`src/rtl/mbx_arb_pkg.sv`:
```
`timescale 1ns/1ps
package mbx_arb_pkg;
  typedef enum logic [2:0] {
    SEL_ENABLE  = 3'd0,
    SEL_DIR     = 3'd1,
    SEL_REQ_SET = 3'd2,
    SEL_REQ_CLR = 3'd3,
    SEL_ACK_CLR = 3'd4,
    SEL_ABT_CLR = 3'd5,
    SEL_IMASK   = 3'd6
  } wr_sel_e;
endpackage

```
`src/rtl/mbx_flag_bank.sv`:
```
`timescale 1ns/1ps
module mbx_flag_bank
  import mbx_arb_pkg::*;
#(
  parameter int NUM_MBX = 32,
  parameter int IDX_W   = 5
) (
  input  logic               clk,
  input  logic               arst_n,
  input  logic               wr_en,
  input  logic [2:0]         wr_sel,
  input  logic [NUM_MBX-1:0] wr_data,
  input  logic               slot_busy,
  input  logic [IDX_W-1:0]   slot_idx,
  input  logic               slot_done,
  output logic [NUM_MBX-1:0] en_q,
  output logic [NUM_MBX-1:0] dir_q,
  output logic [NUM_MBX-1:0] pend_q,
  output logic [NUM_MBX-1:0] ack_q,
  output logic [NUM_MBX-1:0] abt_q,
  output logic [NUM_MBX-1:0] imask_q
);
  localparam logic [NUM_MBX-1:0] ONE = {{(NUM_MBX-1){1'b0}}, 1'b1};

  logic [NUM_MBX-1:0] en_n, dir_n, pend_n, ack_n, abt_n, imask_n;
  logic [NUM_MBX-1:0] slot_mask, done_mask, cancel_mask, set_mask;
  logic [NUM_MBX-1:0] ack_clr, abt_clr;
  logic               upd_en;

  function automatic logic hit(input logic we, input logic [2:0] sel, input wr_sel_e code);
    return we && (sel == code);
  endfunction

  always_comb begin
    slot_mask   = slot_busy ? (ONE << slot_idx) : '0;
    done_mask   = slot_done ? slot_mask : '0;
    set_mask    = hit(wr_en, wr_sel, SEL_REQ_SET) ? wr_data : '0;
    cancel_mask = hit(wr_en, wr_sel, SEL_REQ_CLR) ? (wr_data & pend_q & ~slot_mask) : '0;
    ack_clr     = hit(wr_en, wr_sel, SEL_ACK_CLR) ? wr_data : '0;
    abt_clr     = hit(wr_en, wr_sel, SEL_ABT_CLR) ? wr_data : '0;

    en_n    = hit(wr_en, wr_sel, SEL_ENABLE) ? wr_data : en_q;
    dir_n   = hit(wr_en, wr_sel, SEL_DIR)    ? wr_data : dir_q;
    imask_n = hit(wr_en, wr_sel, SEL_IMASK)  ? wr_data : imask_q;
    pend_n  = ((pend_q & ~cancel_mask & ~done_mask) | set_mask) & en_n;
    ack_n   = (ack_q & ~ack_clr) | done_mask;
    abt_n   = (abt_q & ~abt_clr) | cancel_mask;
    upd_en  = wr_en | slot_done;
  end

  always_ff @(posedge clk or negedge arst_n) begin
    if (!arst_n) begin
      en_q    <= '0;
      dir_q   <= '0;
      pend_q  <= '0;
      ack_q   <= '0;
      abt_q   <= '0;
      imask_q <= '0;
    end else if (upd_en) begin
      en_q    <= en_n;
      dir_q   <= dir_n;
      pend_q  <= pend_n;
      ack_q   <= ack_n;
      abt_q   <= abt_n;
      imask_q <= imask_n;
    end
  end
endmodule

```
`src/rtl/mbx_prio_store.sv`:
```
`timescale 1ns/1ps
module mbx_prio_store #(
  parameter int NUM_MBX = 32,
  parameter int PRIO_W  = 6,
  parameter int IDX_W   = 5
) (
  input  logic                      clk,
  input  logic                      arst_n,
  input  logic                      prio_wr,
  input  logic [IDX_W-1:0]          prio_idx,
  input  logic [PRIO_W-1:0]         prio_val,
  output logic [NUM_MBX*PRIO_W-1:0] prio_flat
);
  for (genvar g = 0; g < NUM_MBX; g++) begin : g_slot
    logic              sel;
    logic [PRIO_W-1:0] val_q;
    assign sel = prio_wr && (prio_idx == IDX_W'(g));
    always_ff @(posedge clk or negedge arst_n) begin
      if (!arst_n)  val_q <= '0;
      else if (sel) val_q <= prio_val;
    end
    assign prio_flat[g*PRIO_W +: PRIO_W] = val_q;
  end
endmodule

```
`src/rtl/mbx_prio_pick.sv`:
```
`timescale 1ns/1ps
module mbx_prio_pick #(
  parameter int NUM_MBX = 32,
  parameter int PRIO_W  = 6,
  parameter int IDX_W   = 5
) (
  input  logic [NUM_MBX-1:0]        cand,
  input  logic [NUM_MBX*PRIO_W-1:0] prio_flat,
  output logic                      pick_valid,
  output logic [IDX_W-1:0]          pick_idx
);
  localparam int LEAVES = 1 << IDX_W;
  localparam int KEY_W  = 1 + PRIO_W + IDX_W;

  logic [KEY_W-1:0] leaf [LEAVES];
  logic [KEY_W-1:0] work [LEAVES];

  // Key = {candidate, priority, index}: the largest key is the winner,
  // and the index field breaks priority ties toward the higher mailbox.
  for (genvar g = 0; g < LEAVES; g++) begin : g_leaf
    if (g < NUM_MBX) begin : g_real
      assign leaf[g] = cand[g] ? {1'b1, prio_flat[g*PRIO_W +: PRIO_W], IDX_W'(g)} : '0;
    end else begin : g_pad
      assign leaf[g] = '0;
    end
  end

  always_comb begin
    for (int i = 0; i < LEAVES; i++) work[i] = leaf[i];
    for (int w = LEAVES / 2; w >= 1; w = w / 2) begin
      for (int i = 0; i < w; i++) begin
        work[i] = (work[2*i] >= work[2*i+1]) ? work[2*i] : work[2*i+1];
      end
    end
    pick_valid = work[0][KEY_W-1];
    pick_idx   = work[0][IDX_W-1:0];
  end
endmodule

```
`src/rtl/mbx_slot_ctl.sv`:
```
`timescale 1ns/1ps
module mbx_slot_ctl #(
  parameter int IDX_W = 5
) (
  input  logic             clk,
  input  logic             arst_n,
  input  logic             tx_start,
  input  logic             tx_done,
  input  logic             tx_abort,
  input  logic             pick_valid,
  input  logic [IDX_W-1:0] pick_idx,
  output logic             busy,
  output logic [IDX_W-1:0] lock_idx,
  output logic             slot_done,
  output logic             win_valid,
  output logic [IDX_W-1:0] win_idx
);
  logic             busy_q, busy_n;
  logic [IDX_W-1:0] idx_q;
  logic             grab, release_slot;

  always_comb begin
    grab         = !busy_q && tx_start && pick_valid;
    release_slot = busy_q && (tx_done || tx_abort);
    slot_done    = busy_q && tx_done;
    busy_n       = busy_q;
    if (release_slot)  busy_n = 1'b0;
    else if (grab)     busy_n = 1'b1;
  end

  always_ff @(posedge clk or negedge arst_n) begin
    if (!arst_n)                    busy_q <= 1'b0;
    else if (grab || release_slot)  busy_q <= busy_n;
  end

  always_ff @(posedge clk or negedge arst_n) begin
    if (!arst_n)   idx_q <= '0;
    else if (grab) idx_q <= pick_idx;
  end

  assign busy      = busy_q;
  assign lock_idx  = idx_q;
  assign win_valid = busy_q | pick_valid;
  assign win_idx   = busy_q ? idx_q : pick_idx;
endmodule

```
`src/rtl/mbx_tx_arbiter.sv`:
```
`timescale 1ns/1ps
module mbx_tx_arbiter #(
  parameter int NUM_MBX = 32,
  parameter int PRIO_W  = 6,
  parameter int IDX_W   = $clog2(NUM_MBX)
) (
  input  logic               clk,
  input  logic               rst_n,
  input  logic               wr_en,
  input  logic [2:0]         wr_sel,
  input  logic [NUM_MBX-1:0] wr_data,
  input  logic               prio_wr,
  input  logic [IDX_W-1:0]   prio_idx,
  input  logic [PRIO_W-1:0]  prio_val,
  input  logic               tx_start,
  input  logic               tx_done,
  input  logic               tx_abort,
  output logic               win_valid,
  output logic [IDX_W-1:0]   win_idx,
  output logic               busy,
  output logic               mbx_irq,
  output logic [NUM_MBX-1:0] mbx_en,
  output logic [NUM_MBX-1:0] mbx_dir,
  output logic [NUM_MBX-1:0] mbx_pend,
  output logic [NUM_MBX-1:0] mbx_ack,
  output logic [NUM_MBX-1:0] mbx_abt,
  output logic [NUM_MBX-1:0] mbx_imask
);
  logic [1:0]                rst_pipe_q;
  logic                      arst_n;
  logic [NUM_MBX*PRIO_W-1:0] prio_flat;
  logic [NUM_MBX-1:0]        cand;
  logic                      pick_valid, slot_done;
  logic [IDX_W-1:0]          pick_idx, lock_idx;

  always_ff @(posedge clk or negedge rst_n) begin
    if (!rst_n) rst_pipe_q <= '0;
    else        rst_pipe_q <= {rst_pipe_q[0], 1'b1};
  end
  assign arst_n = rst_pipe_q[1];

  mbx_flag_bank #(.NUM_MBX(NUM_MBX), .IDX_W(IDX_W)) u_flags (
    .clk(clk), .arst_n(arst_n),
    .wr_en(wr_en), .wr_sel(wr_sel), .wr_data(wr_data),
    .slot_busy(busy), .slot_idx(lock_idx), .slot_done(slot_done),
    .en_q(mbx_en), .dir_q(mbx_dir), .pend_q(mbx_pend),
    .ack_q(mbx_ack), .abt_q(mbx_abt), .imask_q(mbx_imask)
  );

  mbx_prio_store #(.NUM_MBX(NUM_MBX), .PRIO_W(PRIO_W), .IDX_W(IDX_W)) u_prio (
    .clk(clk), .arst_n(arst_n),
    .prio_wr(prio_wr), .prio_idx(prio_idx), .prio_val(prio_val),
    .prio_flat(prio_flat)
  );

  assign cand = mbx_en & ~mbx_dir & mbx_pend;

  mbx_prio_pick #(.NUM_MBX(NUM_MBX), .PRIO_W(PRIO_W), .IDX_W(IDX_W)) u_pick (
    .cand(cand), .prio_flat(prio_flat),
    .pick_valid(pick_valid), .pick_idx(pick_idx)
  );

  mbx_slot_ctl #(.IDX_W(IDX_W)) u_slot (
    .clk(clk), .arst_n(arst_n),
    .tx_start(tx_start), .tx_done(tx_done), .tx_abort(tx_abort),
    .pick_valid(pick_valid), .pick_idx(pick_idx),
    .busy(busy), .lock_idx(lock_idx), .slot_done(slot_done),
    .win_valid(win_valid), .win_idx(win_idx)
  );

  assign mbx_irq = |((mbx_ack | mbx_abt) & mbx_imask);
endmodule

```
`config.mk`:
```
export PLATFORM = sky130hd
export DESIGN_NAME = mbx_tx_arbiter
export DESIGN_NICKNAME = d
export VERILOG_FILES = /design/src/rtl/mbx_arb_pkg.sv /design/src/rtl/mbx_flag_bank.sv /design/src/rtl/mbx_prio_store.sv /design/src/rtl/mbx_prio_pick.sv /design/src/rtl/mbx_slot_ctl.sv /design/src/rtl/mbx_tx_arbiter.sv
export SDC_FILE = /design/constraint.sdc
export NUM_CORES = 1
export LEC_CHECK = 0
export ABC_AREA = 1
export BUFFER_PORTS_ARGS = -buffer_cell sky130_fd_sc_hd__buf_2
export CAP_MARGIN = 0
export CORE_MARGIN = 1
export CORE_UTILIZATION = 44
export CTS_CLUSTER_DIAMETER = 120
export CTS_CLUSTER_SIZE = 20
export DETAILED_ROUTE_END_ITERATION = 10
export HOLD_SLACK_MARGIN = 0.1
export PLACE_DENSITY = 0.61
export SLEW_MARGIN = 20
export SYNTH_ARGS = -nofsm -noshare
export SYNTH_HDL_FRONTEND = slang
export SYNTH_SLANG_ARGS = --single-unit
```
`constraint.sdc`:
```
create_clock -name clk -period 13.65 [get_ports clk]
set_input_delay 1.365 -clock clk [delete_from_list [all_inputs] [get_ports clk]]
set_output_delay 1.365 -clock clk [all_outputs]
set_load 0.02 [all_outputs]
```
== Word level (Yosys, flattened, before mapping) ==
Cells that the tools add are included.
Word-level totals
  bits in registers: 392
  bits of input ports: 53
  output and inout port bits: 200
  logic and storage cells: 258
Cells by class
  magnitude comparators: 31
  eq/ne operators: 37
  shifts and indexed selects: 1
  muxes and demuxes: 73
  bitwise operators: 22
  reduce and logical (&&, ||, !) cells: 53
Operators by type and width (number)
  two-way mux 12 bit: 63
  greater-or-equal comparator 12 bit: 31
  bitwise AND 32 bit: 10
  two-way mux 32 bit: 7
  inverter 32 bit: 6
  bitwise OR 32 bit: 4
  == test 5 bit (second input constant): 16
  logical AND 1 bit: 43
  == test 5 x 4 -> 1 bit (second input constant): 8
  OR reduction 32 bit: 1
  << shifter 1 x 5 -> 32 bit (first input constant): 1
  == test 5 x 3 -> 1 bit (second input constant): 4
  == test 5 x 2 -> 1 bit (second input constant): 2
  == test 3 bit (second input constant): 3
  == test 3 x 2 -> 1 bit (second input constant): 2
  AND reduction 2 bit: 3
  == test 5 x 1 -> 1 bit (second input constant): 1
  zero test 5 bit: 1
  two-way mux 5 bit: 1
  == test 3 x 1 -> 1 bit (second input constant): 1
  zero test 3 bit: 1
  logical OR 1 bit: 2
  two-way mux 1 bit: 2
  bitwise OR 1 bit: 2
  other kinds (2): 2

== Depth between registers and ports, before layout ==
Gate-level depths: netlist of run 1.
  depth in word-level cells: 17
  gate-level depth with buffers: 63
  depth with buffers taken out: 61

== By module ==
From an unflattened synthesis of run 1, not the netlist that was laid out.
Second synthesis, totals
  cells, all modules: 3928
  area total of the unflattened synthesis: 27715.3 um^2
Modules (own cells, without submodules)
  mbx_prio_pick: instances 1, cells an instance 1722, area each 10074.7 um^2, sequential area each 0.0 um^2
  mbx_flag_bank: instances 1, cells an instance 1131, area each 8889.8 um^2, sequential area each 4804.6 um^2
  mbx_prio_store: instances 1, cells an instance 899, area each 7840.0 um^2, sequential area each 4804.6 um^2
  mbx_tx_arbiter: instances 1, cells an instance 130, area each 570.5 um^2, sequential area each 50.0 um^2
  mbx_slot_ctl: instances 1, cells an instance 46, area each 340.3 um^2, sequential area each 150.1 um^2

== Least setup slack after synthesis of run 1 ==
No wires, ideal clock.
  path type: reg2out
  from: register u_flags.pend_q[16]
  to: output win_idx[4]
  arrival time: 7.390 ns
  data required time: 12.285 ns
  setup slack: 4.895 ns
  cell stages (with the launch flop): 48
  buffers on the path: 4
  path through: dfrtp_1 > inv_1 > nor3_1 > inv_1 > nor2_1 > ha_1 > a21oi_1 > nor2_1 > a211oi_1 > nand3_1 > clkbuf_1 > nand2_1 > o21ai_0 > ha_1 > nand2_1 > nor4b_1 > nand3_1 > nand2_1 > (+12 left out) > a21oi_1 > a211o_1 > nand2_1 > nand2_1 > inv_1 > o41ai_1 > nand2_2 > buf_2 > nand2_1 > o21ai_1 > ha_1 > a21oi_1 > nand2_1 > nand2_1 > nand3_1 > inv_1 > nand2_4 > o21ai_0
Between the ends
  word-level cells in the longest chain between the ends: 13
RTL lines
  start: declaration: line mbx_flag_bank.sv:18  | output logic [NUM_MBX-1:0] pend_q,
  start signal: assignment: line mbx_flag_bank.sv:62  | pend_q <= pend_n;
  bitwise AND 32 bit *: line mbx_tx_arbiter.sv:56  | assign cand = mbx_en & ~mbx_dir & mbx_pend;
  two-way mux 12 bit *: line mbx_prio_pick.sv:22  | assign leaf[g] = cand[g] ? {1'b1, prio_flat[g*PRIO_W +: PRIO_W], IDX_W'(g)} : '0;
  greater-or-equal comparator 12 bit: line mbx_prio_pick.sv:32  | work[i] = (work[2*i] >= work[2*i+1]) ? work[2*i] : work[2*i+1];
  two-way mux 12 bit *: line mbx_prio_pick.sv:32
  greater-or-equal comparator 12 bit: line mbx_prio_pick.sv:32
  two-way mux 12 bit *: line mbx_prio_pick.sv:32
  greater-or-equal comparator 12 bit: line mbx_prio_pick.sv:32
  two-way mux 12 bit *: line mbx_prio_pick.sv:32
  greater-or-equal comparator 12 bit: line mbx_prio_pick.sv:32
  two-way mux 12 bit *: line mbx_prio_pick.sv:32
  greater-or-equal comparator 12 bit: line mbx_prio_pick.sv:32
  two-way mux 12 bit *: line mbx_prio_pick.sv:32
  two-way mux 5 bit *: line mbx_slot_ctl.sv:44  | assign win_idx = busy_q ? idx_q : pick_idx;
  end: declaration: line mbx_tx_arbiter.sv:19  | output logic [IDX_W-1:0] win_idx,
Mark *: on every way between the ends. The rest lies on a longest branch, timed or not.

== Worst setup path after layout of run 1 ==
  from: register u_flags.pend_q[10]
  to: output win_idx[0]
The elaborated chain is that of the path after synthesis.

==> results of run 1 <==
## through the flow
stage	setup WS (ns)	power, uW	hold slack, ns	cell area (sq um)
CTS	2.12	3730	0.359	28600
floorplan	1.92	2580	0.331	26100
finish	2.00	3720	0.356	28600
global route	0.923	4000	0.363	28600
detailed placement	2.77	3000	0.339	28000
global placement	2.76	2990	0.336	28000
## flip-flops by register name, indices dropped and copies added (netlist names)
| register | cells |
|---|---|
| u_flags.pend_q | 32 |
| u_slot.lock_idx | 5 |
| u_flags.dir_q | 32 |
| u_flags.abt_q | 32 |
| u_flags.imask_q | 32 |
| u_prio.g_slot.val_q | 192 |
| rst_pipe_q | 2 |
| u_flags.ack_q | 32 |
| u_slot.busy | 1 |
| u_flags.en_q | 32 |
## placed cells by master, fill, tap and decap left out, types with 4 or more instances in the layout
| cell | instances |
|---|---|
| nor4_1 | 5 |
| nand3_2 | 14 |
| o211ai_1 | 40 |
| clkbuf_16 | 23 |
| buf_2 | 252 |
| o21a_1 | 13 |
| nand2_2 | 33 |
| o21ai_0 | 581 |
| nor2_2 | 4 |
| nor3_1 | 25 |
| and3_1 | 4 |
| buf_4 | 21 |
| inv_2 | 14 |
| inv_1 | 403 |
| nand3_1 | 105 |
| nor2_1 | 281 |
| nand2_4 | 5 |
| nor3_4 | 5 |
| nand4_1 | 55 |
| nor3_2 | 5 |
| a31oi_1 | 5 |
| o31ai_1 | 28 |
| o22ai_1 | 5 |
| ha_1 | 251 |
| nand2_1 | 920 |
| dfrtp_1 | 391 |
| or2_2 | 6 |
| a21oi_1 | 128 |
| a21o_1 | 9 |
| o21ai_1 | 49 |
## worst paths after layout
path                                              end  slack (ns)          startpoint  depth (start not counted)
max reg2reg                        u_slot.lock_idx[2]        4.08  u_flags.pend_q[10]                         47
min reg2reg                             rst_pipe_q[1]        0.36       rst_pipe_q[0]                          0
min                                     rst_pipe_q[1]        0.36       rst_pipe_q[0]                          0
min in group asynchronous          u_flags.imask_q[9]        0.46       rst_pipe_q[1]                          0
max                                        win_idx[0]        2.00  u_flags.pend_q[10]                         49
max in group asynchronous  u_prio.g_slot[21].val_q[5]       10.82       rst_pipe_q[1]                          2
## area by class of cell
cell class	count	area share, %
antenna	2	0.0175
clock buffer	25	2.04
clock inverter	2	0.0612
inverter	421	5.53
multi-input combinational	2612	49.6
sequential	392	34.3
tap	765	3.35
timing repair buffer	274	5.06
## kinds of logic (layout without fill, tap and decap cells)
logic type	after synthesis	in the layout	share of synthesized area (%)
AOI/OAI and AO/OA	875	875	17.9
DFF	392	392	37.6
other	1	3	0.0144
and+or+nand+nor	1485	1485	24.4
adders and majority gates	251	251	12.0
buffers and inverters	553	722	8.09
## critical path, delay by kind of cell (launching register included)
| kind | cells | cell delay (ns) |
|---|---|---|
| AOI/OAI and AO/OA | 12 | 2.86 |
| adders and majority gates | 5 | 1.50 |
| buffers and inverters | 9 | 1.30 |
| DFF | 1 | 0.44 |
| and+or+nand+nor | 23 | 3.64 |
## power breakdown
group | switching, uW | total, uW | internal [uW] | leakage [uW]
clock | 417 | 723 | 306 | 0.000295
sequential | 145 | 1500 | 1350 | 0.00514
combinational | 1030 | 1500 | 466 | 0.00899
## per-layer routing
layer / GRT usage [%] / share of wire [%] / vias up
li1: - / - / 12100
met1: 37.4 / 46 / 11200
met2: 43.6 / 46 / 614
met3: 4.67 / 6.3 / 99
met4: 6.17 / 1.9 / 6
met5: 0 / 0.048 / -
==> results.cfg, run 1 <==
[setup_path]
arrival_ns = 10.28
path_max_fanout = 17
critPathMaxStageDelay_ns = 0.71
startpoint_type = flop
cp-end-kind = primary output
critPathKind = reg -> out
required_ns = 12.28
slowest_stage = nor3_1
crit_top_cell = nand2_1

[timing]
clock.fmax_mhz = 85.8
fin_crit_ns = 11.65
slew_violations = 0
fin_crit_sh_pct = 85.3
fin_skew_ns = 0.0197
setup_tns_ns = 0
setup_viol = 0
rsz0062_at_grt = no
worst_slew_pin_slew_ns = 1.04
maxSlewHeadroom_pct = 30.8
hold_violations = 0

[logic_synthesis]
syn_nets = 3861
syn_area_sq_um = 26100
avgSynthCellArea_sq_um = 7.34
yosys_warnings = 0
synth_top_flop_cell = dfrtp_1
synth_common_cells = nand2_1, o21ai_0, inv_1
synth-edff-count = 0
syn_inst = 3557
synth_most_common_cell = nand2_1
synth.largest_area_cell = dfrtp_1
ys_seq_elements = 392
yosysUniqueCellTypes = 53
yosys.area.top_type_share_pct = 37.6
synth.yosys.seq_area_share_pct = 37.6
synth.area.top_cells = dfrtp_1, nand2_1, ha_1
async_flop_share_pct = 100

[clocking]
cts_tree = yes
cts_num_sinks = 392
worstSkewPairLatency_ns = 0.59
root_buffer = clkbuf_16
postCtsSetupBuffers = 0
cts_max_level = 1
clockBufferDepth = 3
cts_hold_buf = 0
cts-resized-gates = 0
cts_buffers = 23
clk_pin_slew_ns = 0.09

[flow_run]
maxCapViolations = 0

[die]
die_y_um = 246
ioPinCount = 253
core_sq_um = 58100
initial_utilization_pct = 44.9
fp-row-count = 88
dieArea_sq_um = 60300
die_w_um = 246

[final_layout]
area_growth_pct = 9.58
drive_above_1_share_pct = 10.8
layout.area.seq_sq_um = 9810
nNetsFinal = 4028
final_util_pct = 49.2
nFillCells = 5995
layout.cells.non_filler = 4493
multiInputGateArea_sq_um = 14200

[placed_design]
place.gp.congestion = 0.895
portBuffers = 252
dpl.cell_count = 4463
hpwl_um = 60400

[route]
viasPerCell = 5.33
drt-pass1-iter-count = 5
routedWlPerCell_um = 18.1
wirelength_um = 81300
antenna_left = 0
drc_errors = 0
drt_iter0_drc = 1663
vias = 23900

[global_route]
grt_pass1_wl_um = 127000
antenna_found_initial = 4
gr-total-overflow = 0
grt_start_max_net_pins = 77
grt_pass1_vias = 22300
grt_use_total_pct = 26.9

[min_path]
worstHoldPathType = reg -> reg

[power_and_ir_drop]
leakagePower_uw = 0.0144
power_density_nw_per_um2 = 130
peakVddDrop_v = 0.0000957

[outcome]
status = finished, final reports clean
Power figures use the tool's default switching activity.
==> run 2: changes to the inputs <==
--- a/config.mk
+++ b/config.mk
@@ -6,7 +6,7 @@
 export NUM_CORES = 1
 export LEC_CHECK = 0
 export ABC_AREA = 1
-export BUFFER_PORTS_ARGS = -buffer_cell sky130_fd_sc_hd__buf_2
+export BUFFER_PORTS_ARGS = -buffer_cell sky130_fd_sc_hd__buf_4
 export CAP_MARGIN = 0
 export CORE_MARGIN = 1
 export CORE_UTILIZATION = 44
==> results.cfg, run 2 (synthesis gave the netlist of run 1 again) <==
[route]
drt-pass1-iter-count = 5
antenna_left = 0
wirelength_um = 82000
vias = 23900
routedWlPerCell_um = 18.3
drc_errors = 0
drt_iter0_drc = 1647
viasPerCell = 5.32

[power_and_ir_drop]
peakVddDrop_v = 0.000102
power_uw = 3810
leakagePower_uw = 0.0145
power_density_nw_per_um2 = 130

[final_layout]
final_util_pct = 50.3
nNetsFinal = 4025
nFillCells = 5801
top_register = u_prio.g_slot.val_q
layout_commonest_cell = nand2_1
antenna-diode-count = 0
final_area_sq_um = 29300
area_growth_pct = 12.1
drive_above_1_share_pct = 10.8
largest_reg_flops = 192
layout_common_cells = nand2_1, o21ai_0, inv_1

[die]
die_y_um = 246
core_sq_um = 58100
initial_utilization_pct = 44.9
ioPinCount = 253
dieArea_sq_um = 60300
fp-row-count = 88
die_w_um = 246

[clocking]
cts-resized-gates = 0
clk_pin_slew_ns = 0.09
postCtsSetupBuffers = 0
clockBufferDepth = 3
worstSkewPairLatency_ns = 0.58
cts_max_level = 1
cts_hold_buf = 0
cts_num_sinks = 392
cts_tree = yes
cts_buffers = 24
root_buffer = clkbuf_16

[global_route]
antenna_found_initial = 1
grt_pass1_vias = 22300
grt_pass1_wl_um = 128000
gr-total-overflow = 0
grt_use_total_pct = 27.2
grt_start_max_net_pins = 154

[timing]
worst_slew_pin_slew_ns = 1.31
setup_viol = 0
fin_crit_ns = 11.83
hold_violations = 0
fin_crit_sh_pct = 86.7
fin_skew_ns = 0.0190
hold_slack_ns = 0.330
clock.fmax_mhz = 84.5
slew_violations = 0
maxSlewHeadroom_pct = 11.9
setup_tns_ns = 0
rsz0062_at_grt = no

[setup_path]
critPathMaxStageDelay_ns = 0.71
crit_cells = 50
crit_top_cell = nand2_1
critPathKind = reg -> out
startpoint_type = flop
path_buf_inv = 10
ff2ff_path_depth = 48
cp-end-kind = primary output
cp_top_family = simple AND/OR/NAND/NOR gates
path_max_fanout = 17
required_ns = 12.28
arrival_ns = 10.46
slowest_stage = nor3_1

[placed_design]
hpwl_um = 61100
dpl_cell_area_sq_um = 28600
portBuffers = 252
place.gp.congestion = 0.927

[flow_run]
maxCapViolations = 0

[outcome]
status = finished, final reports clean

[min_path]
worstHoldPathType = reg -> async
-- run 2: area by class of cell --
| type | instances | area, sq um | area share, % |
|---|---|---|---|
| clock buffer | 26 | 629 | 2.15 |
| clock inverter | 2 | 32.5 | 0.111 |
| inverter | 421 | 1580 | 5.40 |
| multi-input combinational | 2612 | 14200 | 48.5 |
| sequential | 392 | 9810 | 33.5 |
| tap | 765 | 957 | 3.27 |
| timing repair buffer | 270 | 2040 | 6.98 |
-- run 2: where the power goes --
part	leakage (uW)	internal, uW	switching, uW
Sequential	0.00514	1350	152
Clock	0.000324	332	425
Combinational	0.00905	524	1030
Total	0.0145	2210	1600
-- run 2: through the flow --
step                      cells  setup WS (ns)
after floorplan            3557           1.92
after global placement     4460           2.81
after detailed placement   4460           2.72
after CTS                  4488           2.03
after global routing       4488          0.868
final                      4488           1.82
-- run 2: path summary, 6_finish.rpt --
kind	start	end	slack (ns)
setup / recovery	u_flags.pend_q[10]	win_idx[1]	1.82
hold / removal	rst_pipe_q[1]	u_flags.imask_q[9]	0.33
setup reg to reg	u_flags.pend_q[10]	u_slot.lock_idx[3]	3.83
hold reg to reg	rst_pipe_q[1]	u_flags.imask_q[9]	0.33
max in group asynchronous	rst_pipe_q[1]	u_prio.g_slot[19].val_q[4]	11.25
min in group clk	rst_pipe_q[0]	rst_pipe_q[1]	0.36
-- run 2: metal layers --
layer | wire (um) | GRT usage, %
met4 | 2150 | 7.25
met3 | 5740 | 4.92
met2 | 36600 | 43.4
met5 | 0 | 0
met1 | 37500 | 37.7
